[config.mk]
export PLATFORM = sky130hd
export DESIGN_NAME = wkalarm_cmp
export DESIGN_NICKNAME = d
export VERILOG_FILES = /design/src/rtl/wkalarm_pkg.sv /design/src/rtl/wkalarm_regs.sv /design/src/rtl/wkalarm_match.sv /design/src/rtl/wkalarm_cmp.sv
export SDC_FILE = /design/constraint.sdc
export NUM_CORES = 1
export LEC_CHECK = 0
export BUFFER_PORTS_ARGS = -buffer_cell sky130_fd_sc_hd__buf_2
export CORE_UTILIZATION = 50
export DETAILED_ROUTE_END_ITERATION = 10
export PLACE_DENSITY = 0.79
export SETUP_SLACK_MARGIN = 0.3
export SYNTH_ARGS = -nofsm -noshare
export SYNTH_HDL_FRONTEND = slang
export SYNTH_SLANG_ARGS = --single-unit
[constraint.sdc]
create_clock -name clk_i -period 2 [get_ports clk_i]
set_clock_uncertainty 0.1 [all_clocks]
set_input_delay 0.3 -clock clk_i [delete_from_list [all_inputs] [get_ports clk_i]]
set_output_delay 0.3 -clock clk_i [all_outputs]
set_load 0.03 [all_outputs]
[src/rtl/wkalarm_pkg.sv]
package wkalarm_pkg;
  localparam int unsigned DW      = 8;
  localparam int unsigned AW      = 8;
  localparam int unsigned DAYS    = 7;
  localparam int unsigned DAY_W   = 3;
  localparam int unsigned EN_BIT  = 4;
  localparam logic [AW-1:0] OFS_CTRL = 8'h04;
  localparam logic [AW-1:0] OFS_FLAG = 8'h0C;
  localparam logic [AW-1:0] OFS_AMIN = 8'h40;
  localparam logic [AW-1:0] OFS_AHR  = 8'h44;
  localparam logic [AW-1:0] OFS_AWD  = 8'h48;

  typedef struct packed {
    logic            en;
    logic [DW-1:0]   min;
    logic [DW-1:0]   hour;
    logic [DAYS-1:0] mask;
  } alarm_cfg_t;
endpackage

[src/rtl/wkalarm_regs.sv]
module wkalarm_regs
  import wkalarm_pkg::*;
(
  input  logic          clk_i,
  input  logic          rst_ni,
  input  logic          wr_en_i,
  input  logic [AW-1:0] addr_i,
  input  logic [DW-1:0] wdata_i,
  input  logic          flag_i,
  output logic [DW-1:0] rdata_o,
  output alarm_cfg_t    cfg_o,
  output logic          clr_o
);
  alarm_cfg_t cfg_q, cfg_d;
  logic       cfg_we;

  always_comb begin
    cfg_d  = cfg_q;
    cfg_we = 1'b0;
    if (wr_en_i) begin
      unique case (addr_i)
        OFS_CTRL: begin cfg_d.en   = wdata_i[EN_BIT];   cfg_we = 1'b1; end
        OFS_AMIN: begin cfg_d.min  = wdata_i;           cfg_we = 1'b1; end
        OFS_AHR:  begin cfg_d.hour = wdata_i;           cfg_we = 1'b1; end
        OFS_AWD:  begin cfg_d.mask = wdata_i[DAYS-1:0]; cfg_we = 1'b1; end
        default:  ;
      endcase
    end
  end

  always_ff @(posedge clk_i or negedge rst_ni) begin
    if (!rst_ni)     cfg_q <= '0;
    else if (cfg_we) cfg_q <= cfg_d;
  end

  assign clr_o = wr_en_i && (addr_i == OFS_FLAG) && wdata_i[0];
  assign cfg_o = cfg_q;

  always_comb begin
    rdata_o = '0;
    unique case (addr_i)
      OFS_CTRL: rdata_o[EN_BIT]     = cfg_q.en;
      OFS_FLAG: rdata_o[0]          = flag_i;
      OFS_AMIN: rdata_o             = cfg_q.min;
      OFS_AHR:  rdata_o             = cfg_q.hour;
      OFS_AWD:  rdata_o[DAYS-1:0]   = cfg_q.mask;
      default:  ;
    endcase
  end


  en_off_chk: assert property (@(posedge clk_i) disable iff (!rst_ni)
    (wr_en_i && addr_i == OFS_CTRL && !wdata_i[EN_BIT]) |=> !cfg_o.en);
endmodule

[src/rtl/wkalarm_match.sv]
module wkalarm_match
  import wkalarm_pkg::*;
(
  input  logic             clk_i,
  input  logic             rst_ni,
  input  alarm_cfg_t       cfg_i,
  input  logic [DW-1:0]    cur_min_i,
  input  logic [DW-1:0]    cur_hour_i,
  input  logic [DAY_W-1:0] cur_wday_i,
  input  logic             sec_zero_i,
  input  logic             clr_i,
  output logic             flag_o
);
  logic sz_q;
  logic flag_q, flag_d;
  logic day_hit, hit;

  // Index guard: codes at or above DAYS never select a mask bit.
  always_comb begin
    day_hit = 1'b0;
    for (int d = 0; d < DAYS; d++)
      if (cur_wday_i == DAY_W'(d)) day_hit = cfg_i.mask[d];
  end

  assign hit = cfg_i.en && sec_zero_i && !sz_q && day_hit &&
               (cur_min_i == cfg_i.min) && (cur_hour_i == cfg_i.hour);

  always_comb begin
    flag_d = flag_q;
    if (clr_i) flag_d = 1'b0;
    if (hit)   flag_d = 1'b1;
  end

  always_ff @(posedge clk_i or negedge rst_ni) begin
    if (!rst_ni) begin
      sz_q   <= 1'b0;
      flag_q <= 1'b0;
    end else begin
      sz_q   <= sec_zero_i;
      flag_q <= flag_d;
    end
  end

  assign flag_o = flag_q;


  set_on_edge_chk: assert property (@(posedge clk_i) disable iff (!rst_ni)
    $rose(flag_q) |-> $past(sec_zero_i && !sz_q));

  set_needs_en_chk: assert property (@(posedge clk_i) disable iff (!rst_ni)
    $rose(flag_q) |-> $past(cfg_i.en));

  once_per_min_chk: assert property (@(posedge clk_i) disable iff (!rst_ni)
    (!flag_q && sz_q && !sec_zero_i) |=> !flag_q);

  flag_hold_chk: assert property (@(posedge clk_i) disable iff (!rst_ni)
    (flag_q && !clr_i) |=> flag_q);

  bad_day_chk: assert property (@(posedge clk_i) disable iff (!rst_ni)
    (!flag_q && cur_wday_i == 3'd7) |=> !flag_q);
endmodule

[src/rtl/wkalarm_cmp.sv]
module wkalarm_cmp
  import wkalarm_pkg::*;
(
  input  logic             clk_i,
  input  logic             rst_ni,
  input  logic             wr_en_i,
  input  logic [AW-1:0]    addr_i,
  input  logic [DW-1:0]    wdata_i,
  output logic [DW-1:0]    rdata_o,
  input  logic [DW-1:0]    cur_min_i,
  input  logic [DW-1:0]    cur_hour_i,
  input  logic [DAY_W-1:0] cur_wday_i,
  input  logic             sec_zero_i,
  output logic             irq_o
);
  alarm_cfg_t cfg;
  logic       clr, flag;

  wkalarm_regs u_regs (
    .clk_i, .rst_ni, .wr_en_i, .addr_i, .wdata_i,
    .flag_i(flag), .rdata_o, .cfg_o(cfg), .clr_o(clr)
  );

  wkalarm_match u_match (
    .clk_i, .rst_ni, .cfg_i(cfg), .cur_min_i, .cur_hour_i, .cur_wday_i,
    .sec_zero_i, .clr_i(clr), .flag_o(flag)
  );

  assign irq_o = flag;


  set_wins_chk: assert property (@(posedge clk_i) disable iff (!rst_ni)
    (clr && sec_zero_i && !$past(sec_zero_i) && cfg.en && cur_wday_i < 3'd7 &&
     cfg.mask[cur_wday_i] && cur_min_i == cfg.min && cur_hour_i == cfg.hour) |=> irq_o);
endmodule

* After elaboration in Yosys (flattened, before gate mapping)
Cells that the tools add are included.
** Storage, ports and cells
- Register bits :: 26
- Output and inout bits :: 9
- Word-level logic and storage cells :: 50
** Cells by class
- Eq/ne operators :: 13
- Mux-type cells :: 16
- Reduce and logical (&&, ||, !) cells :: 15
** Operators by type and width (number)
- $eq 8x7->1 const B :: 3
- $eq 8x8->1 :: 2
- $reduce_and 3->1 :: 4
- $mux 1 :: 11
- $eq 3x3->1 const B :: 3
- $pmux 3 s3 :: 1
- $eq 8x3->1 const B :: 1
- $eq 8x4->1 const B :: 1
- $pmux 1 s4 :: 2
- $logic_and 1x1->1 :: 7
- $eq 3x2->1 const B :: 2
- $pmux 2 s3 :: 1
- $reduce_or 4->1 :: 1
- $eq 3x1->1 const B :: 1
- $logic_not 3->1 :: 1
- $pmux 1 s2 :: 1
- $reduce_bool 2->1 :: 1
- $logic_not 1->1 :: 1

* Longest topological paths before layout
Gate-level depths: netlist (run 1).
- Depth in word-level cells :: 12
- Gate-level depth with buffers :: 5
- Gate-level depth less buffers :: 4

* Modules after synthesis
Synthesis (run 1) repeated with hierarchy kept, for this count alone.
** Second synthesis, totals
- Cells, all modules :: 136
- Area, all modules :: 1564.0 sq um
** By module, submodules not included
- wkalarm_regs :: times used 1, cells each 100, area each 1247.4 sq um, sequential area each 600.6 sq um
- wkalarm_match :: times used 1, cells each 36, area each 316.6 sq um, sequential area each 50.0 sq um

* Worst setup path after synthesis (run 1)
No wires, ideal clock.
- Path kind :: in2out
- Start point :: input port addr_i[5]
- End point :: output port rdata_o[1]
- Arrival time :: 1.466 ns
- Required time :: 1.600 ns
- Path slack :: 0.134 ns
- Stages :: 3
- Path buffers :: 0
- Cell sequence :: nor4_4 nand4b_2 o2bb2ai_1
** Between the ends
- Longest elaborated chain between the ends :: 2
** RTL lines
- start, declared :: RTL line wkalarm_cmp.sv:7 : input logic [AW-1:0] addr_i,
- $eq 8x7->1 :: RTL line wkalarm_regs.sv:41 : unique case (addr_i)
- $pmux 3 s3 * :: RTL line wkalarm_regs.sv:41
- end, declared :: RTL line wkalarm_cmp.sv:9 : output logic [DW-1:0] rdata_o,
Every way passes the cells marked *; elsewhere a longest branch is shown, timed or not.

* Final worst setup path (run 1)
- Start point :: input port addr_i[4]
- End point :: output port rdata_o[4]
** Between the ends
- Longest elaborated chain between the ends :: 2
** RTL lines (RTL line)
- $eq 8x7->1 / $eq 8x3->1 (equally long branches) :: wkalarm_regs.sv:41
- $pmux 1 s4 * :: wkalarm_regs.sv:41
Marked as above.

==> flow_summary_export.csv, run 1 <==
group,metric,value,unit
logic_synthesis,yosys.cell_count.top_type,"dfrtp_1",
logic_synthesis,synth.avg_cell_area,12.2,µm²
global_route,grt_overflow,0,
flow_run,drv.max_cap_violation_count,0,
logic_synthesis,ys_warn_count,0,
detailed_routing,drt_pre_antenna_iters,5,
logic_synthesis,synth_top_cell_by_area,"dfrtp_1",
status,outcome,"completed",
detailed_routing,wl_per_cell,19.0,µm
critical_path,critical_path_buffer_and_inverter_count,3,
sta,timing.final.crit_period,1.88,ns
logic_synthesis,synth_commonest_cells,"dfrtp_1, mux2_2, xor2_1",
floorplan,die-area,3180,µm²
placement,port-buffer-count,47,
logic_synthesis,synth_top_area_share,44.0,%
global_route,largest_net_degree_at_the_start_of_global_routing,27,
logic_synthesis,register_area_share_after_synthesis,44.0,%
global_route,number_of_antenna_violations_at_the_first_check_in_global_routing,0,
critical_path,timing.critical_path.mode_cell,"buf_6",
layout,ratio_of_cells_with_drive_above_1_in_the_final_layout,61.0,%
layout,layoutNonFillerInstCount,218,
detailed_routing,drt-initial-drc-count,61,
critical_path,crit_fanout,4,
global_route,grt.total_usage,26.1,%
critical_path,setup.worst_path.end_class,"output port",
clock_network,clock_insertion_delay_worst_skew,0.33,ns
logic_synthesis,synth.area.top_cells,"dfrtp_1, mux2_2, xor2_1",
critical_path,ff2ff_path_depth,4,
power_and_ir_drop,vdd_ir_drop_max,419,µV
detailed_routing,dr_total_vias,1302,
critical_path,worst_r2r_endpoint,"u_match.flag_o",
critical_path,crit_path_max_incr_delay,0.28,ns
critical_path,setup.worst_path.class,"in -> out",
logic_synthesis,syn-cell-area,1480,µm²
sta,min_period_over_period,94.0,%
critical_path,critical_path_cell_count,7,
critical_path,timing.critical_path.cells,"buf_6 > nor4_4 > buf_4 > nand4b_4 > nor2_4 > o2bb2ai_4 > buf_6",
clock_network,cts_num_sinks,26,
detailed_routing,vias_per_cell,5.97,
placement,placed_area,1880,µm²
clock_network,cts_root_buf,"clkbuf_4",
layout,n_antenna_cell,0,
sta,fmaxAchievable,0.532,GHz
min_path,min_path_type,"in -> reg",
detailed_routing,wl,4.14,mm
logic_synthesis,mapped_nets,160,
critical_path,cp_top_family,"simple AND/OR/NAND/NOR gates",
layout,areaGrowthSynthToFinish,51.9,%
min_path,min_from,"wdata_i[3]",
sta,report.final.hold_viol_count,0,
critical_path,reg2reg_slack,0.35,ns
detailed_routing,antenna_violating_nets_post_route,0,
logic_synthesis,dominantRegCellSynth,"dfrtp_1",
placement,place_hpwl,2.76,mm
global_route,first_pass_grt_wire_length,6.29,mm
sta,totalNegativeSetupSlack,0,ns
critical_path,timing.critical_path.slowest_stage_cell,"nor4_4",
sta,tightest_slew,0.586,ns
layout,final_nets,227,
sta,finalSetupViolations,0,
sta,rsz0062_at_grt,"true",
placement,place.gp.congestion,0.890,
critical_path,critPathRequiredTime,1.60,ns
floorplan,initial_core_util,53.2,%
power_and_ir_drop,cellLeakagePower,0.00104,µW
global_route,number_of_global_route_vias_before_repair,1337,
logic_synthesis,cells_after_synth,121,
detailed_routing,drc_errors,0,
logic_synthesis,async_reset_ff_share,100,%
floorplan,num_io_pins,48,
critical_path,crit_path_start,"addr_i[4]",
critical_path,reg2reg_from,"u_regs.cfg_o[8]",
critical_path,cp-start-kind,"input port",
floorplan,num_rows,19,
sta,slew_violations,0,
logic_synthesis,synth_seq_cells,26,
logic_synthesis,number_of_flops_mapped_to_enable_cells_by_yosys,0,
logic_synthesis,ys_types,33,
critical_path,arrival,1.48,ns
clock_network,cts.path.max_buffers,2,
critical_path,end_of_the_critical_path,"rdata_o[4]",
clock_network,clk_pin_slew_worst_paths,0.15,ns
floorplan,dieHeight,56.4,µm
floorplan,fp.dieW,56.4,µm
clock_network,cts-buffers-inserted,3,
placement,placed_cells,203,
floorplan,fp.coreArea,2780,µm²
clock_network,tritoncts,"built",
layout,finish.instance_area,2250,µm²
sta,max_slew_margin,60.9,%
clock_network,h-tree-depth,1,
power_and_ir_drop,power.density_cell_area,460,nW/µm²
==> metal layers <==
metal / vias up / GRT usage [%] / part of all wire [%]
met2: 63 / 44.4 / 50
met4: 0 / 8.36 / 1.7
met5: - / 0 / 0
met3: 9 / 3.23 / 4.8
met1: 652 / 34.8 / 44
li1: 578 / - / -
==> state kept, by name (all words and copies together), names as in the netlist <==
signal and flops:
u_regs.cfg_o 24, u_match.sz_q 1, u_match.flag_o 1
==> per-stage QoR <==
step	total power, µW	hold slack [ns]	setup slack [ns]	utilization (%)
4_1_cts	1030	0.115	0.105	77.6
3_5_place_dp	739	0.230	-0.0994	67.5
5_1_grt	1080	0.109	0.0691	80.7
6_report	1030	0.121	0.120	80.7
3_3_place_gp	732	0.227	-0.0357	67.5
2_1_floorplan	656	-0.0956	0.253	-
==> how the worst min path moves through the flow <==
stage / endpoint / slack [ns] / cells past startpoint
final: u_regs.cfg_o[10] / 0.12 / 2
after global routing: u_regs.cfg_o[14] / 0.11 / 2
after CTS: u_regs.cfg_o[14] / 0.12 / 2
after detailed placement: u_regs.cfg_o[15] / 0.23 / 1
after global placement: u_regs.cfg_o[15] / 0.23 / 1
after floorplan: u_match.flag_o / -0.1 / 0
==> area by class of cell <==
cell class | count | area [µm²]
clock buffer | 4 | 36.3
fill | 163 | 536
inverter | 1 | 3.75
multi-input combinational | 92 | 1040
sequential | 26 | 653
tap | 31 | 38.8
timing repair buffer | 64 | 470
==> logic make-up (layout without fill, tap and decap cells) <==
group	count (synthesis)	after routing	share of synthesized area (%)
buf+inv	3	69	0.845
compound gates	14	14	7.45
mux	32	32	24.5
flops	26	26	44.0
xor+xnor	16	16	9.48
simple gates	30	30	13.7
==> power breakdown <==
group	switching, µW	total [µW]	internal [µW]
combinational	91.4	187	95.8
sequential	25.9	576	550
clock	158	270	112
==> cells in the final DEF, fill, tap and decap left out, types with 2 or more instances in the layout <==
master / synthesis / layout
nor2_4: 2 / 4
xor2_1: 9 / 9
xnor2_2: 0 / 2
nor2_1: 5 / 3
buf_4: 0 / 9
buf_2: 1 / 37
xnor2_1: 7 / 5
mux2i_1: 7 / 7
dfrtp_2: 0 / 2
dlygate4sd3_1: 0 / 2
nand3b_1: 2 / 2
nand4_1: 3 / 3
clkbuf_4: 0 / 3
nand2_1: 7 / 7
o2bb2ai_4: 0 / 6
buf_12: 0 / 2
mux2_2: 24 / 16
mux2_4: 0 / 8
nor4_1: 2 / 2
buf_6: 0 / 14
dfrtp_1: 26 / 24
==> timing repair <==
| action | 4_1_cts | 5_1_grt |
|---|---|---|
| buffers inserted | 7 | 2 |
| pin swaps | 6 | 12 |
| endpoints found under the hold margin | 27 | 0 |
| gates resized for setup | 31 | 13 |
| gates cloned | 0 | 0 |
| hold buffers | 2 | 0 |
| endpoints found under the setup margin | 9 | 26 |
Power figures use the tool's default switching activity.
==> run 2, diff against run 1 <==
CORE_UTILIZATION = 51   (was 50)
SYNTH_HIERARCHICAL = 1   (was unset)
==> run 2 against run 1 <==
The flow now finishes with violations (design-rule violations, negative setup slack). Largest cell class unchanged. Design area grew 0.39%. First-iteration DRC count down 34%. Global-route usage rose by 1.7 points. Sequential power about the same. Critical endpoint is now rdata_o[3]. Clock-buffer cell count is 1 lower. Clock power rose by 36%. Setup slack got worse by 0.27 ns.
==> flow_summary_export.csv, run 2 <==
group,metric,value,unit
logic_synthesis,synth.area.top_cells,"dfrtp_1, mux2_2, xor2_1",
floorplan,dieHeight,57.4,µm
clock_network,cts-buffers-inserted,3,
sta,report.final.hold_viol_count,0,
global_route,number_of_global_route_vias_before_repair,1421,
clock_network,tritoncts,"built",
global_route,grt_overflow,0,
critical_path,setup.worst_path.end_class,"output port",
sta,slew_violations,0,
detailed_routing,wl_per_cell,18.7,µm
detailed_routing,drc_errors,4,
floorplan,num_io_pins,48,
floorplan,die-area,3290,µm²
placement,place.gp.congestion,0.814,
status,outcome,"complete, but fails checks",
sta,tightest_slew,0.603,ns
global_route,grt.total_usage,27.8,%
logic_synthesis,async_reset_ff_share,100,%
critical_path,reg2reg_slack,0.37,ns
min_path,min_from,"wdata_i[7]",
critical_path,timing.critical_path.mode_cell,"buf_6",
min_path,min_path_type,"in -> reg",
min_path,hold_end,"u_regs/cfg_o[22]",
critical_path,critPathRequiredTime,1.60,ns
flow_run,drv.max_cap_violation_count,0,
detailed_routing,drt-initial-drc-count,40,
clock_network,cts_root_buf,"clkbuf_4",
critical_path,timing.critical_path.slowest_stage_cell,"or4_4",
logic_synthesis,mapped_nets,175,
placement,placed_area,2060,µm²
placement,place_hpwl,3.10,mm
floorplan,fp.coreArea,2830,µm²
power_and_ir_drop,cellLeakagePower,0.00108,µW
logic_synthesis,synth_top_area_share,41.6,%
detailed_routing,detailed_routed_wire_length_on_met2,2.19,mm
logic_synthesis,register_area_share_after_synthesis,41.6,%
global_route,number_of_antenna_violations_at_the_first_check_in_global_routing,0,
layout,n_antenna_cell,0,
sta,final.setup.worst_slack,-0.146,ns
layout,largest_reg_flops,24,
detailed_routing,vias_per_cell,5.84,
layout,ratio_of_cells_with_drive_above_1_in_the_final_layout,55.4,%
power_and_ir_drop,total_power,1150,µW
logic_synthesis,ys_types,28,
clock_network,clock_insertion_delay_worst_skew,0.33,ns
logic_synthesis,yosys.cell_count.top_type,"dfrtp_1",
power_and_ir_drop,power.density_cell_area,509,nW/µm²
placement,port-buffer-count,47,
sta,fmaxAchievable,0.466,GHz
logic_synthesis,synth_top_cell_by_area,"dfrtp_1",
sta,max_slew_margin,59.8,%
floorplan,num_rows,19,
detailed_routing,drt-met1-wl,1.73,mm
logic_synthesis,synth.avg_cell_area,11.5,µm²
placement,preCtsSetupSlack,-0.201,ns
clock_network,cts_num_sinks,26,
critical_path,setup.worst_path.class,"in -> out",
logic_synthesis,synth_commonest_cells,"dfrtp_1, mux2_2, xor2_1",
logic_synthesis,number_of_flops_mapped_to_enable_cells_by_yosys,0,
detailed_routing,route.top_layer_used,"met4",
clock_network,h-tree-depth,1,
layout,layout.cells.most_common_list,"buf_2, dfrtp_1, mux2_4",
layout,areaGrowthSynthToFinish,44.2,%
detailed_routing,antenna_violating_nets_post_route,0,
layout,finish.instance_area,2250,µm²
floorplan,initial_core_util,55.3,%
logic_synthesis,syn-cell-area,1560,µm²
sta,rsz0062_at_grt,"true",
critical_path,arrival,1.75,ns
critical_path,ff2ff_path_depth,4,
logic_synthesis,cells_after_synth,136,
sta,finalSetupViolations,8,
global_route,largest_net_degree_at_the_start_of_global_routing,27,
critical_path,timing.critical_path.cells,"buf_6 > or4_4 > or3b_4 > buf_8 > a21oi_4 > buf_6",
status,violated_checks,"design-rule violations, negative setup slack",
critical_path,worst_r2r_endpoint,"u_match/flag_o",
layout,mostFrequentLayoutCell,"buf_2",
logic_synthesis,synth_seq_cells,26,
detailed_routing,wl,4.22,mm
global_route,first_pass_grt_wire_length,6.82,mm
clock_network,cts.path.max_buffers,2,
layout,nFillCells,178,
detailed_routing,drt_pre_antenna_iters,7,
critical_path,crit_path_max_incr_delay,0.53,ns
detailed_routing,route.met3.wl,220,µm
critical_path,reg2reg_from,"u_regs/cfg_o[13]",
layout,final_nets,235,
critical_path,cp-start-kind,"input port",
clock_network,clk_pin_slew_worst_paths,0.15,ns
sta,timing.final.crit_period,2.15,ns
min_path,timing.hold.worst_path_depth,2,
detailed_routing,dr_total_vias,1319,
sta,min_period_over_period,107,%
floorplan,fp.dieW,57.4,µm
power_and_ir_drop,vdd_ir_drop_max,434,µV
critical_path,crit_fanout,6,
logic_synthesis,ys_warn_count,6,
logic_synthesis,dominantRegCellSynth,"dfrtp_1",
==> run 2: changes by cell type after synthesis, sizes merged, moves of 4 or more <==
| cell | previous run | this run |
|---|---|---|
| nor2 | 7 | 3 |
| xor2 | 9 | 16 |
| nor4 | 3 | 8 |
| o2bb2ai | 6 | 0 |
| a21oi | 1 | 5 |
| clkbuf | 0 | 4 |
| xnor2 | 7 | 0 |
| mux2i | 7 | 11 |
| or2 | 0 | 5 |
==> run 2: worst max path at each step <==
stage	cells past startpoint	start	slack, ns	end
after floorplan	5	addr_i[1]	-0.18	rdata_o[7]
after global placement	6	addr_i[1]	-0.19	rdata_o[7]
after detailed placement	6	addr_i[1]	-0.20	rdata_o[3]
after CTS	6	addr_i[1]	-0.12	rdata_o[3]
after global routing	6	addr_i[1]	-0.17	rdata_o[6]
final	6	addr_i[1]	-0.15	rdata_o[3]
==> run 2: cell families after synthesis <==
group | Yosys count | share of synthesized area [%]
simple gates | 40 | 17.5
mux | 36 | 25.0
flops | 26 | 41.6
compound gates | 10 | 4.72
xor+xnor | 16 | 8.96
buf+inv | 8 | 2.16
==> run 2: per-stage QoR <==
| step | util (%) | hold WS [ns] | instances | TNS, ns |
|---|---|---|---|---|
| 2_1_floorplan | - | -0.0956 | 136 | -0.777 |
| 3_3_place_gp | 72.8 | 0.218 | 217 | -1.69 |
| 3_5_place_dp | 72.8 | 0.231 | 217 | -2.08 |
| 4_1_cts | 79.5 | 0.101 | 226 | -0.862 |
| 5_1_grt | 79.7 | 0.103 | 226 | -1.10 |
| 6_report | 79.7 | 0.104 | 226 | -0.916 |
==> run 2: cell type report <==
cell class                      instances  area (µm²)  share of cell area, %
Clock buffer                            3        22.5                  0.999
Clock inverter                          1        30.0                   1.33
Inverter                                3        11.3                  0.499
Multi-Input combinational cell        102        1070                   47.6
Sequential cell                        26         651                   28.9
Tap cell                               31        38.8                   1.72
Timing Repair Buffer                   60         429                   19.0
==> run 2: worst max-delay path, delay by kind of cell <==
family	cells	cell delay, ns
buffers and inverters	3	0.39
and+or+nand+nor	2	0.92
AOI/OAI and AO/OA	1	0.13
==> run 2: what timing repair did <==
action / in CTS / in global routing
gates resized for setup: 26 / 2
buffers inserted: 3 / 0
hold buffers: 2 / 0
pin swaps: 4 / 2
hold endpoints to repair: 27 / 0
setup endpoints to repair: 12 / 33
==> run 2: metal layers <==
metal | up-vias | track usage, %
li1 | 608 | -
met1 | 658 | 35.3
met2 | 45 | 48.3
met3 | 8 | 3.40
met4 | 0 | 10.5
met5 | - | 0
==> run 2: power by group <==
group | internal [µW] | switching, µW
Sequential | 551 | 23.7
Clock | 203 | 165
Combinational | 104 | 100
Total | 857 | 289
==> run 3, diff against run 2 <==
BUFFER_PORTS_ARGS = unset   (was -buffer_cell sky130_fd_sc_hd__buf_2)
CORE_UTILIZATION = 62   (was 51)
DONT_BUFFER_PORTS = 1   (was unset)
PLACE_DENSITY = 0.78   (was 0.79)
REMOVE_ABC_BUFFERS = 1   (was unset)
==> run 3 against run 2 <==
The run ends with negative setup slack left. Register-to-register slack better by 0.18 ns. Via count down 8.6%. Power down 4.2%. Clock power about the same. Design area down 11%. Flip-flop and latch count unchanged. Core utilization up 7.7 points. Sequential share of layout area up 3.6 points. Setup slack better by 0.11 ns. Highest routed layer unchanged. Die area down 17%.
==> flow_summary_export.csv, run 3 (synthesis results as in run 2) <==
group,metric,value,unit
floorplan,num_rows,17,
placement,port-buffer-count,0,
detailed_routing,drt-initial-drc-count,22,
floorplan,dieHeight,52.2,µm
min_path,min_from,"wdata_i[5]",
min_path,min_path_type,"in -> reg",
min_path,hold_end,"u_regs/cfg_o[12]",
sta,rsz0062_at_grt,"true",
power_and_ir_drop,power.density_cell_area,547,nW/µm²
clock_network,clk_pin_slew_worst_paths,0.14,ns
sta,final.setup.worst_slack,-0.0357,ns
status,violated_checks,"negative setup slack",
global_route,number_of_antenna_violations_at_the_first_check_in_global_routing,0,
critical_path,reg2reg_slack,0.55,ns
detailed_routing,wl,4.19,mm
critical_path,setup.worst_path.end_class,"output port",
critical_path,cp-start-kind,"input port",
layout,layout.cells.most_common_list,"dfrtp_1, mux2_4, xor2_1",
global_route,grt_overflow,0,
status,outcome,"complete, but fails checks",
clock_network,cts.path.max_buffers,2,
critical_path,crit_fanout,6,
placement,placed_cells,173,
detailed_routing,antenna_violating_nets_post_route,0,
critical_path,cp_top_family,"simple AND/OR/NAND/NOR gates",
power_and_ir_drop,total_power,1100,µW
floorplan,num_io_pins,48,
placement,place.gp.congestion,0.765,
sta,report.final.hold_viol_count,0,
power_and_ir_drop,vdd_ir_drop_max,553,µV
layout,layoutNonFillerInstCount,190,
critical_path,timing.critical_path.cells,"or4_4 > or3b_4 > nor3_2 > buf_4",
floorplan,initial_core_util,68.1,%
floorplan,die-area,2730,µm²
sta,tightest_slew,0.500,ns
critical_path,setup.worst_path.class,"in -> out",
flow_run,drv.max_cap_violation_count,0,
floorplan,fp.dieW,52.2,µm
global_route,first_pass_grt_wire_length,6.18,mm
layout,areaGrowthSynthToFinish,28.4,%
layout,mostFrequentLayoutCell,"dfrtp_1",
sta,totalNegativeSetupSlack,-0.0617,ns
detailed_routing,drc_errors,0,
layout,ratio_of_cells_with_drive_above_1_in_the_final_layout,38.9,%
sta,final.hold.worst_slack,0.0167,ns
critical_path,critical_path_buffer_and_inverter_count,1,
sta,min_period_over_period,102,%
layout,final_nets,202,
global_route,number_of_global_route_vias_before_repair,1306,
clock_network,cts_root_buf,"clkbuf_4",
layout,largest_reg_flops,24,
layout,n_antenna_cell,0,
sta,slew_violations,0,
floorplan,fp.coreArea,2300,µm²
clock_network,tritoncts,"built",
critical_path,critPathRequiredTime,1.60,ns
clock_network,clock_insertion_delay_worst_skew,0.33,ns
clock_network,h-tree-depth,1,
sta,finalSetupViolations,3,
detailed_routing,wl_per_cell,22.1,µm
min_path,timing.hold.worst_path_depth,1,
sta,timing.final.crit_period,2.04,ns
clock_network,cts-buffers-inserted,3,
critical_path,worst_r2r_endpoint,"u_match/flag_o",
critical_path,arrival,1.64,ns
critical_path,reg2reg_from,"u_regs/cfg_o[8]",
critical_path,timing.critical_path.slowest_stage_cell,"or4_4",
detailed_routing,vias_per_cell,6.35,
detailed_routing,dr_total_vias,1206,
detailed_routing,drt_pre_antenna_iters,4,
layout,post_route_core_utilization,87.4,%
sta,fmaxAchievable,0.491,GHz
global_route,grt.total_usage,33.1,%
global_route,largest_net_degree_at_the_start_of_global_routing,27,
placement,place_hpwl,2.61,mm
critical_path,crit_path_max_incr_delay,0.52,ns
power_and_ir_drop,cellLeakagePower,0.000935,µW
sta,max_slew_margin,66.6,%
critical_path,ff2ff_path_depth,4,
clock_network,cts_num_sinks,26,
-- run 3: layout make-up --
type	count	area, µm²
clock inverter	1	30.0
multi-input combinational	102	991
tap	28	35.0
timing repair buffer	27	267
inverter	3	11.3
fill	121	289
clock buffer	3	22.5
sequential	26	652
-- run 3: timing repair --
item / 4_1_cts / 5_1_grt
buffers inserted: 2 / 0
hold buffers: 11 / 0
setup endpoints to repair: 28 / 32
pin swaps: 3 / 3
resized for setup: 22 / 15
hold endpoints to repair: 50 / 0
-- run 3: worst max-delay path by stage --
| stage | start | cells past startpoint | to |
|---|---|---|---|
| global route | addr_i[1] | 4 | rdata_o[7] |
| finish | addr_i[1] | 4 | rdata_o[7] |
| floorplan | addr_i[1] | 3 | rdata_o[7] |
| global placement | addr_i[1] | 4 | rdata_o[7] |
| CTS | addr_i[1] | 4 | rdata_o[7] |
| detailed placement | addr_i[1] | 4 | rdata_o[7] |
-- run 3: per-layer routing --
| layer | up-vias | track usage, % | share of wire, % |
|---|---|---|---|
| met4 | 0 | 17.5 | 3.4 |
| met1 | 599 | 38.0 | 41 |
| met2 | 55 | 57.7 | 50 |
| li1 | 540 | - | - |
| met3 | 12 | 6.38 | 5.5 |
| met5 | - | 0 | 0 |
-- run 3: stage by stage --
step,worst slack (ns),instance area [µm²]
after floorplan,-0.609,1540
after global placement,-0.167,1680
after detailed placement,-0.224,1680
after CTS,-0.0205,1950
after global routing,-0.0427,2010
final,-0.0357,2010
-- run 3: report_power, final --
group          total (µW)  leakage [µW]  switching [µW]  internal, µW
sequential            577      0.000351            26.5           551
combinational         152      0.000556            65.6          86.3
clock                 369     0.0000279             166           203
total                1100      0.000935             258           840
